`config.mk`:
```
export PLATFORM = sky130hd
export DESIGN_NAME = serial_latch_router
export DESIGN_NICKNAME = d
export VERILOG_FILES = /design/src/rtl/srt_pkg.sv /design/src/rtl/srt_sync.sv /design/src/rtl/srt_shifter.sv /design/src/rtl/srt_hold_bank.sv /design/src/rtl/serial_latch_router.sv
export SDC_FILE = /design/constraint.sdc
export NUM_CORES = 1
export LEC_CHECK = 0
export ABC_CLOCK_PERIOD_IN_PS = 5300
export BUFFER_PORTS_ARGS = -buffer_cell sky130_fd_sc_hd__buf_2
export CAP_MARGIN = 10
export CELL_PAD_IN_SITES_DETAIL_PLACEMENT = 1
export CELL_PAD_IN_SITES_GLOBAL_PLACEMENT = 1
export CORE_ASPECT_RATIO = 2
export CORE_MARGIN = 2
export CORE_UTILIZATION = 41
export DETAILED_ROUTE_END_ITERATION = 8
export PLACE_DENSITY_LB_ADDON = 0.1
export SLEW_MARGIN = 20
export SYNTH_ARGS = -nofsm -noshare
export SYNTH_HDL_FRONTEND = slang
export SYNTH_SLANG_ARGS = --single-unit
```
`constraint.sdc`:
```
create_clock -name clk -period 5.3 [get_ports clk]
set_clock_uncertainty 0.05 [all_clocks]
set_input_delay 1.06 -clock clk [delete_from_list [all_inputs] [get_ports clk]]
set_output_delay 1.06 -clock clk [all_outputs]
set_load 0.01 [all_outputs]
```
`src/rtl/srt_pkg.sv`:
```
package srt_pkg;
  parameter int WORD_W   = 23;
  parameter int SEL_W    = 2;
  parameter int NUM_DEST = 4;
  parameter int TSEL_W   = 2;
  parameter int RDIV_W   = 14;
  parameter int SWAL_W   = 5;
  parameter int NDIV_W   = 13;
  parameter int MIN_DIV  = 3;

  // field positions, counted in arrival order (1 = first bit shifted in)
  parameter int POS_TSEL = 3;
  parameter int POS_RDIV = 5;
  parameter int POS_CPHI = 19;
  parameter int POS_MON  = 3;
  parameter int POS_PRE  = 4;
  parameter int POS_POL  = 5;
  parameter int POS_SWAL = 6;
  parameter int POS_NDIV = 11;

  typedef logic [WORD_W-1:0] word_t;

  typedef struct packed {
    logic [TSEL_W-1:0] tsel;
    logic [RDIV_W-1:0] rdiv;
    logic              cphi;
  } ref_fields_t;

  typedef struct packed {
    logic              mon;
    logic              pre;
    logic              pol;
    logic [SWAL_W-1:0] swal;
    logic [NDIV_W-1:0] ndiv;
  } main_fields_t;

  // the bit at arrival position pos sits at index WORD_W-pos of the shift word
  function automatic ref_fields_t decode_ref(word_t w);
    ref_fields_t f;
    for (int i = 0; i < TSEL_W; i++) f.tsel[i] = w[WORD_W-POS_TSEL-i];
    for (int i = 0; i < RDIV_W; i++) f.rdiv[i] = w[WORD_W-POS_RDIV-i];
    f.cphi = w[WORD_W-POS_CPHI];
    return f;
  endfunction

  function automatic main_fields_t decode_main(word_t w);
    main_fields_t f;
    f.mon = w[WORD_W-POS_MON];
    f.pre = w[WORD_W-POS_PRE];
    f.pol = w[WORD_W-POS_POL];
    for (int i = 0; i < SWAL_W; i++) f.swal[i] = w[WORD_W-POS_SWAL-i];
    for (int i = 0; i < NDIV_W; i++) f.ndiv[i] = w[WORD_W-POS_NDIV-i];
    return f;
  endfunction
endpackage

```
`src/rtl/srt_sync.sv`:
```
module srt_sync #(
  parameter int WIDTH  = 3,
  parameter int STAGES = 2
) (
  input  logic             clk,
  input  logic             rst,
  input  logic [WIDTH-1:0] async_i,
  output logic [WIDTH-1:0] sync_o
);
  logic [STAGES-1:0][WIDTH-1:0] chain;

  always_ff @(posedge clk) begin
    if (rst) chain <= '0;
    else begin
      chain[0] <= async_i;
      for (int s = 1; s < STAGES; s++) chain[s] <= chain[s-1];
    end
  end

  assign sync_o = chain[STAGES-1];
endmodule

```
`src/rtl/srt_shifter.sv`:
```
module srt_shifter #(
  parameter int W = 23
) (
  input  logic         clk,
  input  logic         rst,
  input  logic         shift_en,
  input  logic         bit_i,
  output logic [W-1:0] word_o
);
  always_ff @(posedge clk) begin
    if (rst)           word_o <= '0;
    else if (shift_en) word_o <= {word_o[W-2:0], bit_i};
  end

  // an enabled edge takes in the presented bit
  p_shift_takes_bit_r2: assert property (@(posedge clk) disable iff (rst)
    shift_en |=> (word_o[0] == $past(bit_i)));
  // with no enabled edge the word holds
  p_hold_when_idle_r8: assert property (@(posedge clk) disable iff (rst)
    !shift_en |=> $stable(word_o));
endmodule

```
`src/rtl/srt_hold_bank.sv`:
```
module srt_hold_bank #(
  parameter int W = 17,
  parameter int N = 2
) (
  input  logic                clk,
  input  logic                rst,
  input  logic [N-1:0]        we,
  input  logic [W-1:0]        din,
  output logic [N-1:0][W-1:0] q,
  output logic [N-1:0]        valid
);
  for (genvar g = 0; g < N; g++) begin : g_ent
    always_ff @(posedge clk) begin
      if (rst) begin
        q[g]     <= '0;
        valid[g] <= 1'b0;
      end else if (we[g]) begin
        q[g]     <= din;
        valid[g] <= 1'b1;
      end
    end

    // a written flag stays set
    p_valid_sticky_r7: assert property (@(posedge clk) disable iff (rst)
      valid[g] |=> valid[g]);
    // a write marks the entry written
    p_write_marks_r7: assert property (@(posedge clk) disable iff (rst)
      we[g] |=> (valid[g] && q[g] == $past(din)));
  end
endmodule

```
`src/rtl/serial_latch_router.sv`:
```
module serial_latch_router
  import srt_pkg::*;
#(
  parameter int SYNC_STAGES = 2
) (
  input  logic              clk,
  input  logic              rst,
  input  logic              ser_clk_i,
  input  logic              ser_dat_i,
  input  logic              ser_ld_i,
  output logic [TSEL_W-1:0] if_ref_tsel_o,
  output logic [RDIV_W-1:0] if_ref_div_o,
  output logic              if_ref_cphi_o,
  output logic [TSEL_W-1:0] rf_ref_tsel_o,
  output logic [RDIV_W-1:0] rf_ref_div_o,
  output logic              rf_ref_cphi_o,
  output logic              if_main_mon_o,
  output logic              if_main_pre_o,
  output logic              if_main_pol_o,
  output logic [SWAL_W-1:0] if_main_swal_o,
  output logic [NDIV_W-1:0] if_main_div_o,
  output logic              rf_main_mon_o,
  output logic              rf_main_pre_o,
  output logic              rf_main_pol_o,
  output logic [SWAL_W-1:0] rf_main_swal_o,
  output logic [NDIV_W-1:0] rf_main_div_o,
  output logic [NUM_DEST-1:0] valid_o,
  output logic              err_o
);
  localparam int REF_W  = $bits(ref_fields_t);
  localparam int MAIN_W = $bits(main_fields_t);
  localparam int HALF   = NUM_DEST / 2;
  localparam logic [RDIV_W-1:0] R_MIN = RDIV_W'(MIN_DIV);
  localparam logic [NDIV_W-1:0] N_MIN = NDIV_W'(MIN_DIV);

  // synchronizer: [2] strobe, [1] bit clock, [0] data
  logic [2:0] raw, syn;
  assign raw = {ser_ld_i, ser_clk_i, ser_dat_i};

  srt_sync #(.WIDTH(3), .STAGES(SYNC_STAGES)) u_sync (
    .clk(clk), .rst(rst), .async_i(raw), .sync_o(syn)
  );

  logic sclk_d, ld_d;
  always_ff @(posedge clk) begin
    if (rst) begin
      sclk_d <= 1'b0;
      ld_d   <= 1'b0;
    end else begin
      sclk_d <= syn[1];
      ld_d   <= syn[2];
    end
  end

  logic sclk_rise, ld_rise, shift_en;
  assign sclk_rise = syn[1] & ~sclk_d;
  assign ld_rise   = syn[2] & ~ld_d;
  assign shift_en  = sclk_rise & ~syn[2];

  word_t word;
  srt_shifter #(.W(WORD_W)) u_shift (
    .clk(clk), .rst(rst), .shift_en(shift_en), .bit_i(syn[0]), .word_o(word)
  );

  // routing and legality
  logic [SEL_W-1:0] dest;
  ref_fields_t      ref_in;
  main_fields_t     main_in;
  logic             bad;
  logic [NUM_DEST-1:0] we;

  always_comb begin
    dest    = {word[WORD_W-2], word[WORD_W-1]};
    ref_in  = decode_ref(word);
    main_in = decode_main(word);
    bad     = dest[SEL_W-1] ? (main_in.ndiv < N_MIN) : (ref_in.rdiv < R_MIN);
    for (int d = 0; d < NUM_DEST; d++)
      we[d] = ld_rise && !bad && (dest == SEL_W'(d));
  end

  logic [HALF-1:0][REF_W-1:0]  ref_q;
  logic [HALF-1:0][MAIN_W-1:0] main_q;

  srt_hold_bank #(.W(REF_W), .N(HALF)) u_ref_bank (
    .clk(clk), .rst(rst), .we(we[HALF-1:0]), .din(ref_in),
    .q(ref_q), .valid(valid_o[HALF-1:0])
  );

  srt_hold_bank #(.W(MAIN_W), .N(HALF)) u_main_bank (
    .clk(clk), .rst(rst), .we(we[NUM_DEST-1:HALF]), .din(main_in),
    .q(main_q), .valid(valid_o[NUM_DEST-1:HALF])
  );

  always_ff @(posedge clk) begin
    if (rst) err_o <= 1'b0;
    else     err_o <= ld_rise & bad;
  end

  ref_fields_t  if_ref, rf_ref;
  main_fields_t if_main, rf_main;
  assign if_ref  = ref_q[0];
  assign rf_ref  = ref_q[1];
  assign if_main = main_q[0];
  assign rf_main = main_q[1];

  assign if_ref_tsel_o  = if_ref.tsel;
  assign if_ref_div_o   = if_ref.rdiv;
  assign if_ref_cphi_o  = if_ref.cphi;
  assign rf_ref_tsel_o  = rf_ref.tsel;
  assign rf_ref_div_o   = rf_ref.rdiv;
  assign rf_ref_cphi_o  = rf_ref.cphi;
  assign if_main_mon_o  = if_main.mon;
  assign if_main_pre_o  = if_main.pre;
  assign if_main_pol_o  = if_main.pol;
  assign if_main_swal_o = if_main.swal;
  assign if_main_div_o  = if_main.ndiv;
  assign rf_main_mon_o  = rf_main.mon;
  assign rf_main_pre_o  = rf_main.pre;
  assign rf_main_pol_o  = rf_main.pol;
  assign rf_main_swal_o = rf_main.swal;
  assign rf_main_div_o  = rf_main.ndiv;

  // a strobe writes no more than one register
  p_one_dest_r3: assert property (@(posedge clk) disable iff (rst)
    $onehot0(we));
  // error pulse lasts a single cycle
  p_err_single_r6: assert property (@(posedge clk) disable iff (rst)
    err_o |=> !err_o);
  // a rejected word leaves both banks untouched
  p_reject_keeps_r6: assert property (@(posedge clk) disable iff (rst)
    (ld_rise && bad) |=> ($stable(ref_q) && $stable(main_q) && err_o));
endmodule

```
[After elaboration in Yosys (flattened, before gate mapping)]
Cells that the tools add are included.
Storage, ports and cells
  bits in registers: 112
  output and inout bits: 81
  input bits: 5
  logic and storage cells: 34
Operators by class
  $lt $le $gt $ge: 2
  reduce and logical (&&, ||, !) cells: 7
  bitwise logic cells: 7
  muxes and demuxes: 1
  equality and inequality tests: 3
Operators by type and width (number)
  $lt A14 B2 Y1 const B: 1
  $lt A13 B2 Y1 const B: 1
  $logic_and A1 B1 Y1: 5
  $and A1 B1 Y1: 4
  $eq A2 B2 Y1 const B: 2
  $not A1 Y1: 3
  $eq A2 B1 Y1 const B: 1
  $logic_not A2 Y1: 1
  $logic_not A1 Y1: 1
  $mux W1: 1

[Logic depth before layout (Yosys ltp)]
Gate-level depths: netlist of the first run.
  word-level depth: 5
  mapped depth: 8

[Modules after synthesis]
Synthesis of the first run repeated with hierarchy kept, for this count alone.
Unflattened totals
  cells, all modules: 370
  area, all modules: 4115.2 um^2
Modules (own cells, without submodules)
  srt_hold_bank at u_main_bank: area each 1601.5 um^2, cells an instance 143, times used 1
  srt_hold_bank at u_ref_bank: area each 1286.2 um^2, cells an instance 116, times used 1
  srt_shifter: area each 835.8 um^2, cells an instance 74, times used 1
  serial_latch_router: area each 211.5 um^2, cells an instance 22, times used 1
  srt_sync: area each 180.2 um^2, cells an instance 15, times used 1

[Worst setup path before layout of the first run]
No wires, ideal clock.
  kind: reg-to-reg
  start: register u_shift.word_o[21]
  end: register u_main_bank.q[13] (netlist name)
  period minus slack after synthesis: 2.080 ns
  arrival: 1.958 ns
  library setup time: 0.072 ns
  stages on the path, launching flop included: 9
  data required time: 5.178 ns
  setup slack: 3.220 ns
  path through: dfxtp_1 buf_6 nor4_2 nand3_1 a2111oi_4 or4b_4 buf_12 buf_12 mux2i_1
Between the ends
  longest elaborated chain between the ends: 4
  elaborated cells between the ends (all ways): 5
  those cells by class: 1 x eq/ne; 1 x mux; 3 x reduce/logical
RTL lines
  start: declaration: RTL line srt_shifter.sv:8  | output logic [W-1:0] word_o
  start signal: assignment: RTL line srt_shifter.sv:12  | else if (shift_en) word_o <= {word_o[W-2:0], bit_i};
  $mux W1: RTL line serial_latch_router.sv:76  | bad = dest[SEL_W-1] ? (main_in.ndiv < N_MIN) : (ref_in.rdiv < R_MIN);
  $logic_not A1 Y1: RTL line serial_latch_router.sv:78  | we[d] = ld_rise && !bad && (dest == SEL_W'(d));
  $logic_and A1 B1 Y1: RTL line serial_latch_router.sv:78
  $logic_and A1 B1 Y1 (*): RTL line serial_latch_router.sv:78
  end signal: indexed assignment: RTL line srt_hold_bank.sv:18  | q[g] <= din;
  end: declaration: RTL line srt_hold_bank.sv:9  | output logic [N-1:0][W-1:0] q,
Every way passes the cells marked *; elsewhere a longest branch is shown, timed or not.
A chain may end at the register's enable or synchronous reset.

[Worst setup path after layout of the first run]
  start: register u_shift.word_o[21]
  end: register u_main_bank.q[38] (netlist name)
Same word-level chain as after synthesis.

==> out/results.tsv, run 1 <==
metric	value	unit
area_growth	16.7	%
startpoint_type	flop	
synth_area	4370	µm²
cts.sinks	112	
cp-startpoint	u_shift.word_o[21]$_SDFFE_PP0P_	
powerDensity	307	nW/µm²
cpPeakStageDelay	0.73	ns
power_frac_comb	2.1	%
slew_headroom	30.6	%
ios	86	
clkLatencyLatePin	0.34	ns
grt_pass1_wl	16800	µm
clk_pin_slew_worst_paths	0.07	ns
status	complete, no violations	
hold_viol_final	0	
yosys_warnings	0	
p_clk_share	44.0	%
crit_buf_inv	0	
cts_inserted_buffers	9	
slew_viol_final	0	
cts_root_buf	clkbuf_16	
dieArea	11600	µm²
via_count	3090	
synthCells	421	
end_kind	flop	
ant_nets	0	
avgSynthCellArea	10.4	µm²
grt_util_all_layers	18.7	%
drtIter0Drc	112	
intPower	1250	µW
fin_hold_ws	0.392	ns
gp_congestion	0.719	
antenna_cells	0	
hold_buffers	0	
drt-total-wl	10500	µm
slowest_stage	a2111oi_4	
fin_cells	630	
avgRoutedWirePerCell	16.7	µm
layout_min_cycle_time	2.69	ns
reg2regPathDepth	5	
p_switching	316	µW
worst_r2r_endpoint	u_main_bank.q[38]$_SDFFE_PP0P_	
cts_resized	0	
die_y	150	µm
cts_tree	built	
fp.dieW	77.0	µm
final_nets	493	
grt_antenna_before_repair	0	
r2r_slack	2.61	ns
cap_violations	0	
htree_levels	3	
fin_crit_sh	50.8	%
p_leak	0.00233	µW
vias_per_cell	4.90	
drc	0	
path_delay_family	simple AND/OR/NAND/NOR gates	
syn_nets	426	
setup_viol	0	
worstPathRequired	5.51	ns
final_core_util	48.7	%
r2r-start	u_shift.word_o[21]$_SDFFE_PP0P_	
crit_fanout	12	
drive_above_1_share	22.1	%
p_seq_share	53.9	%
cts_setup_buffers	0	
dp.cells	614	
cp.arrival	2.91	ns
post-route-cell-area	5100	µm²
post-dp-hpwl	7320	µm
core	10500	µm²
holdPathStages	2	
gr-total-overflow	0	
clockBufferDepth	2	
ys_seq_area_share	51.3	%
worstSetupPathType	reg -> reg	
peakVddDrop	0.222	mV
cp_cell_sequence	nor4_2 > nand3_1 > a2111oi_4 > or3_1 > mux2i_1	
ys_types	27	
initial_core_util	41.7	%
max_freq	0.371	GHz
ys_seq_elements	112	
rows	53	
min_path_type	reg -> reg	
io_buffers	85	
hold_end	u_shift.word_o[0]$_SDFFE_PP0P_	
holdCritStartpoint	u_sync.sync_o[0]$_SDFF_PP0_	
n_fill_cell	1225	
grt_pass1_vias	3111	
grt_max_degree	134	
rsz0062_at_grt	no	
p_sw_share	20.2	%
postPlaceCellArea	4800	µm²
worstMarginPinSlew	1.04	ns
dr.pass1.iters	4	
totalNegativeSetupSlack	0	ns
[tightest hold or removal path, stage by stage, from the launching register on]
cell and delay (ns):
dfxtp_1 0.30, nand2_1 0.05, a21oi_1 0.05
[sequential cells by signal (all words and copies together) (netlist names), 2 cells and up]
register and count:
u_ref_bank.q 34, u_sync.chain 3, u_main_bank.q 42, u_main_bank.valid 2, u_sync.sync_o 3, u_shift.word_o 23, u_ref_bank.valid 2
[power groups by stage]
| stage | Sequential [µW] | Combinational [µW] | Clock [µW] |
|---|---|---|---|
| after global placement | 864 | 32.5 | 0 |
| final | 845 | 32.7 | 690 |
| after global routing | 845 | 35.6 | 742 |
| after CTS | 845 | 33.2 | 708 |
| after floorplan | 864 | 26.4 | 0 |
| after detailed placement | 864 | 33.2 | 0 |
[worst max path at each step]
stage | slack, ns | end | depth (start not counted)
floorplan | 3.22 | u_main_bank.q[13]$_SDFFE_PP0P_ | 8
global placement | 2.67 | u_main_bank.q[32]$_SDFFE_PP0P_ | 5
detailed placement | 2.54 | u_main_bank.q[36]$_SDFFE_PP0P_ | 5
CTS | 2.53 | u_main_bank.q[38]$_SDFFE_PP0P_ | 5
global route | 2.39 | u_main_bank.q[35]$_SDFFE_PP0P_ | 5
finish | 2.61 | u_main_bank.q[38]$_SDFFE_PP0P_ | 5
[metrics by stage]
step / setup WS (ns) / power (µW)
4_1_cts: 2.53 / 1590
5_1_grt: 2.39 / 1620
2_1_floorplan: 3.22 / 890
6_report: 2.61 / 1570
3_3_place_gp: 2.67 / 897
3_5_place_dp: 2.54 / 898
[cell families (layout without fill, tap and decap cells)]
logic type             count (synthesis)  in the layout  synth area share, %
AND/OR/NAND/NOR                      171            171                 22.7
flip-flops                           112            112                 51.3
multiplexers                          76             76                 17.4
buffers and inverters                 34            106                 4.98
AO/OA/AOI/OAI                         28             28                 3.72
[final cells by class]
| type | instances | area [µm²] | share of cell area [%] |
|---|---|---|---|
| Sequential cell | 112 | 2240 | 43.9 |
| Clock buffer | 14 | 264 | 5.17 |
| Multi-Input combinational cell | 275 | 1940 | 38.0 |
| Tap cell | 137 | 171 | 3.36 |
| Clock inverter | 2 | 37.5 | 0.735 |
| Timing Repair Buffer | 86 | 435 | 8.53 |
| Inverter | 4 | 15.0 | 0.294 |
[cell usage in the layout (no fill, tap or decap)]
cell type	n
a2111oi_4	1
a21oi_1	27
buf_2	84
buf_4	2
bufinv_16	1
clkbuf_1	3
clkbuf_16	9
clkbuf_8	2
clkinvlp_4	1
dfxtp_1	112
inv_1	4
mux2i_1	76
nand2_1	49
nand2b_1	98
nand3_1	1
nand4b_1	1
nor2b_1	8
nor3_1	1
nor3_4	1
nor3b_1	1
nor3b_2	1
nor4_1	1
nor4_2	1
nor4_4	1
nor4b_2	1
or3_1	1
or3b_2	1
or4_1	1
or4_2	1
or4b_4	2
[routing by layer]
metal | wire length (µm) | share of wire, % | up-vias | track usage (%)
li1 | - | - | 1517 | -
met1 | 4400 | 42 | 1514 | 21.3
met2 | 5670 | 54 | 52 | 35.1
met3 | 310 | 2.9 | 7 | 3.38
met4 | 137 | 1.3 | 0 | 5.89
met5 | 0 | 0 | - | 0
[cells in the mapped netlist]
library cell / count / area [µm²]
buf_8: 1 / 15.0
nand2_1: 49 / 184
nor4_2: 2 / 25.0
buf_4: 1 / 7.51
nor4b_2: 1 / 15.0
a2111oi_4: 1 / 27.5
or3b_2: 1 / 8.76
dfxtp_1: 112 / 2240
or4_1: 1 / 7.51
nand2b_1: 98 / 613
or4_2: 1 / 8.76
nor4_1: 1 / 6.26
buf_6: 1 / 11.3
nor2b_1: 8 / 50.1
nor3_1: 2 / 10.0
or3_1: 1 / 6.26
or4b_4: 2 / 27.5
inv_1: 4 / 15.0
a21oi_1: 27 / 135
nor3b_1: 2 / 15.0
buf_2: 2 / 10.0
nand3_1: 1 / 5.00
mux2i_1: 76 / 761
clkbuf_1: 20 / 75.1
buf_1: 1 / 3.75
buf_12: 4 / 80.1
nand4b_1: 1 / 8.76
Power figures use the tool's default switching activity.
==> run 2: changes to the inputs <==
Settings changed: ABC_CLOCK_PERIOD_IN_PS 5300 to 2600.
Clock period 5.3 ns to 2.6 ns, I/O delays scaled along.
==> run 2 against run 1 <==
Against the previous run: sequential share of layout area decreased by 0.097 points; combinational power increased by 110%; wire length shrank 2.2%; global-route usage shrank 0.29 points; critical endpoint is now u_ref_bank.q[9]$_SDFFE_PP0P_; largest cell class unchanged; largest power group unchanged.
==> out/results.tsv, run 2 (same netlist as run 1, synthesis figures left out) <==
metric	value	unit
ios	86	
postPlaceCellArea	4830	µm²
multi_input_area	1930	µm²
initial_core_util	41.7	%
cp-startpoint	u_shift.word_o[21]$_SDFFE_PP0P_	
fin_hold_ws	0.336	ns
drtIter0Drc	125	
clkLatencyLatePin	0.34	ns
io_buffers	85	
p_leak	0.00233	µW
vias_per_cell	4.90	
fp.dieW	77.0	µm
core	10500	µm²
via_count	3099	
hold_buffers	0	
grt_pass1_wl	16400	µm
layout_min_cycle_time	2.39	ns
dieArea	11600	µm²
powerDensity	605	nW/µm²
cts_setup_buffers	0	
largest_reg_flops	42	
min_path_type	in -> reg	
n_fill_cell	1250	
hold_viol_final	0	
grt_pass1_vias	3113	
dr.pass1.iters	4	
gp_congestion	0.725	
grt_antenna_before_repair	0	
status	complete, no violations	
cp.arrival	2.61	ns
largest_registers	u_main_bank.q x42, u_ref_bank.q x34, u_shift.word_o x23	
post-dp-hpwl	7200	µm
final_core_util	48.8	%
startpoint_type	flop	
worst_r2r_endpoint	u_ref_bank.q[9]$_SDFFE_PP0P_	
drc	0	
clockBufferDepth	2	
cts_root_buf	clkbuf_16	
worstSetupPathType	reg -> reg	
crit_fanout	11	
top_register	u_main_bank.q	
peakVddDrop	0.366	mV
final_nets	498	
antenna_cells	0	
layout_common_cells	dfxtp_1 (112), nand2b_1 (98), buf_2 (84)	
dp.cells	619	
cts_inserted_buffers	9	
final_common_cell	dfxtp_1	
slew_headroom	46.8	%
totalNegativeSetupSlack	0	ns
max_freq	0.418	GHz
htree_levels	3	
drt-total-wl	10300	µm
slew_viol_final	0	
die_y	150	µm
worstMarginPinSlew	0.796	ns
fin_crit_sh	92.1	%
cts_resized	0	
cts.sinks	112	
rsz0062_at_grt	no	
clk_pin_slew_worst_paths	0.07	ns
end_kind	flop	
r2r_slack	0.21	ns
grt_max_degree	82	
fin_cells	633	
r2r-start	u_shift.word_o[21]$_SDFFE_PP0P_	
gr-total-overflow	0	
setup_viol	0	
seqCellArea	2240	µm²
grt_util_all_layers	18.5	%
cap_violations	0	
crit_end	u_ref_bank.q[9]$_SDFFE_PP0P_	
avgRoutedWirePerCell	16.2	µm
ant_nets	0	
reg2regPathDepth	5	
cts_tree	built	
area_growth	17.0	%
drive_above_1_share	23.2	%
worstPathRequired	2.82	ns
post-route-cell-area	5120	µm²
rows	53	
-- run 2: cell type report --
class | instances | share of cell area [%]
Multi-Input combinational cell | 275 | 37.8
Inverter | 4 | 0.293
Timing Repair Buffer | 91 | 9.24
Sequential cell | 112 | 43.8
Clock inverter | 2 | 0.293
Clock buffer | 12 | 5.21
Tap cell | 137 | 3.35
-- run 2: critical path: stages, from the launching register on --
cell and delay [ns]:
dfxtp_1 0.42, nor4_2 0.30, nand3_1 0.15, a2111oi_4 0.67, or4_2 0.50, mux2i_1 0.24
-- run 2: power breakdown --
part	internal (µW)	leakage, µW	switching [µW]	total (µW)
registers	1720	0.000903	2.47	1720
logic	31.9	0.00130	38.1	70.0
clock network	718	0.000133	586	1300
-- run 2: layer usage --
metal | track usage [%] | up-vias | wire length, µm
met1 | 21.7 | 1510 | 4300
li1 | - | 1521 | -
met5 | 0 | - | 0
met3 | 3.38 | 11 | 287
met4 | 6.79 | 0 | 188
met2 | 33.2 | 57 | 5510
-- run 2: how the worst min path moves through the flow --
stage                                          start                          end  cells past startpoint
after floorplan           u_sync.chain[0]$_SDFF_PP0_  u_sync.sync_o[0]$_SDFF_PP0_                      1
after global placement    u_sync.chain[2]$_SDFF_PP0_  u_sync.sync_o[2]$_SDFF_PP0_                      1
after detailed placement  u_sync.chain[2]$_SDFF_PP0_  u_sync.sync_o[2]$_SDFF_PP0_                      1
after CTS                                  ser_clk_i   u_sync.chain[1]$_SDFF_PP0_                      2
after global routing                       ser_dat_i   u_sync.chain[0]$_SDFF_PP0_                      2
final                                      ser_clk_i   u_sync.chain[1]$_SDFF_PP0_                      2
-- run 2: metrics by stage --
step	power, µW	setup slack, ns
2_1_floorplan	1820	0.520
3_3_place_gp	1830	0.389
3_5_place_dp	1830	0.225
4_1_cts	3150	0.213
5_1_grt	3230	0.0305
6_report	3100	0.205
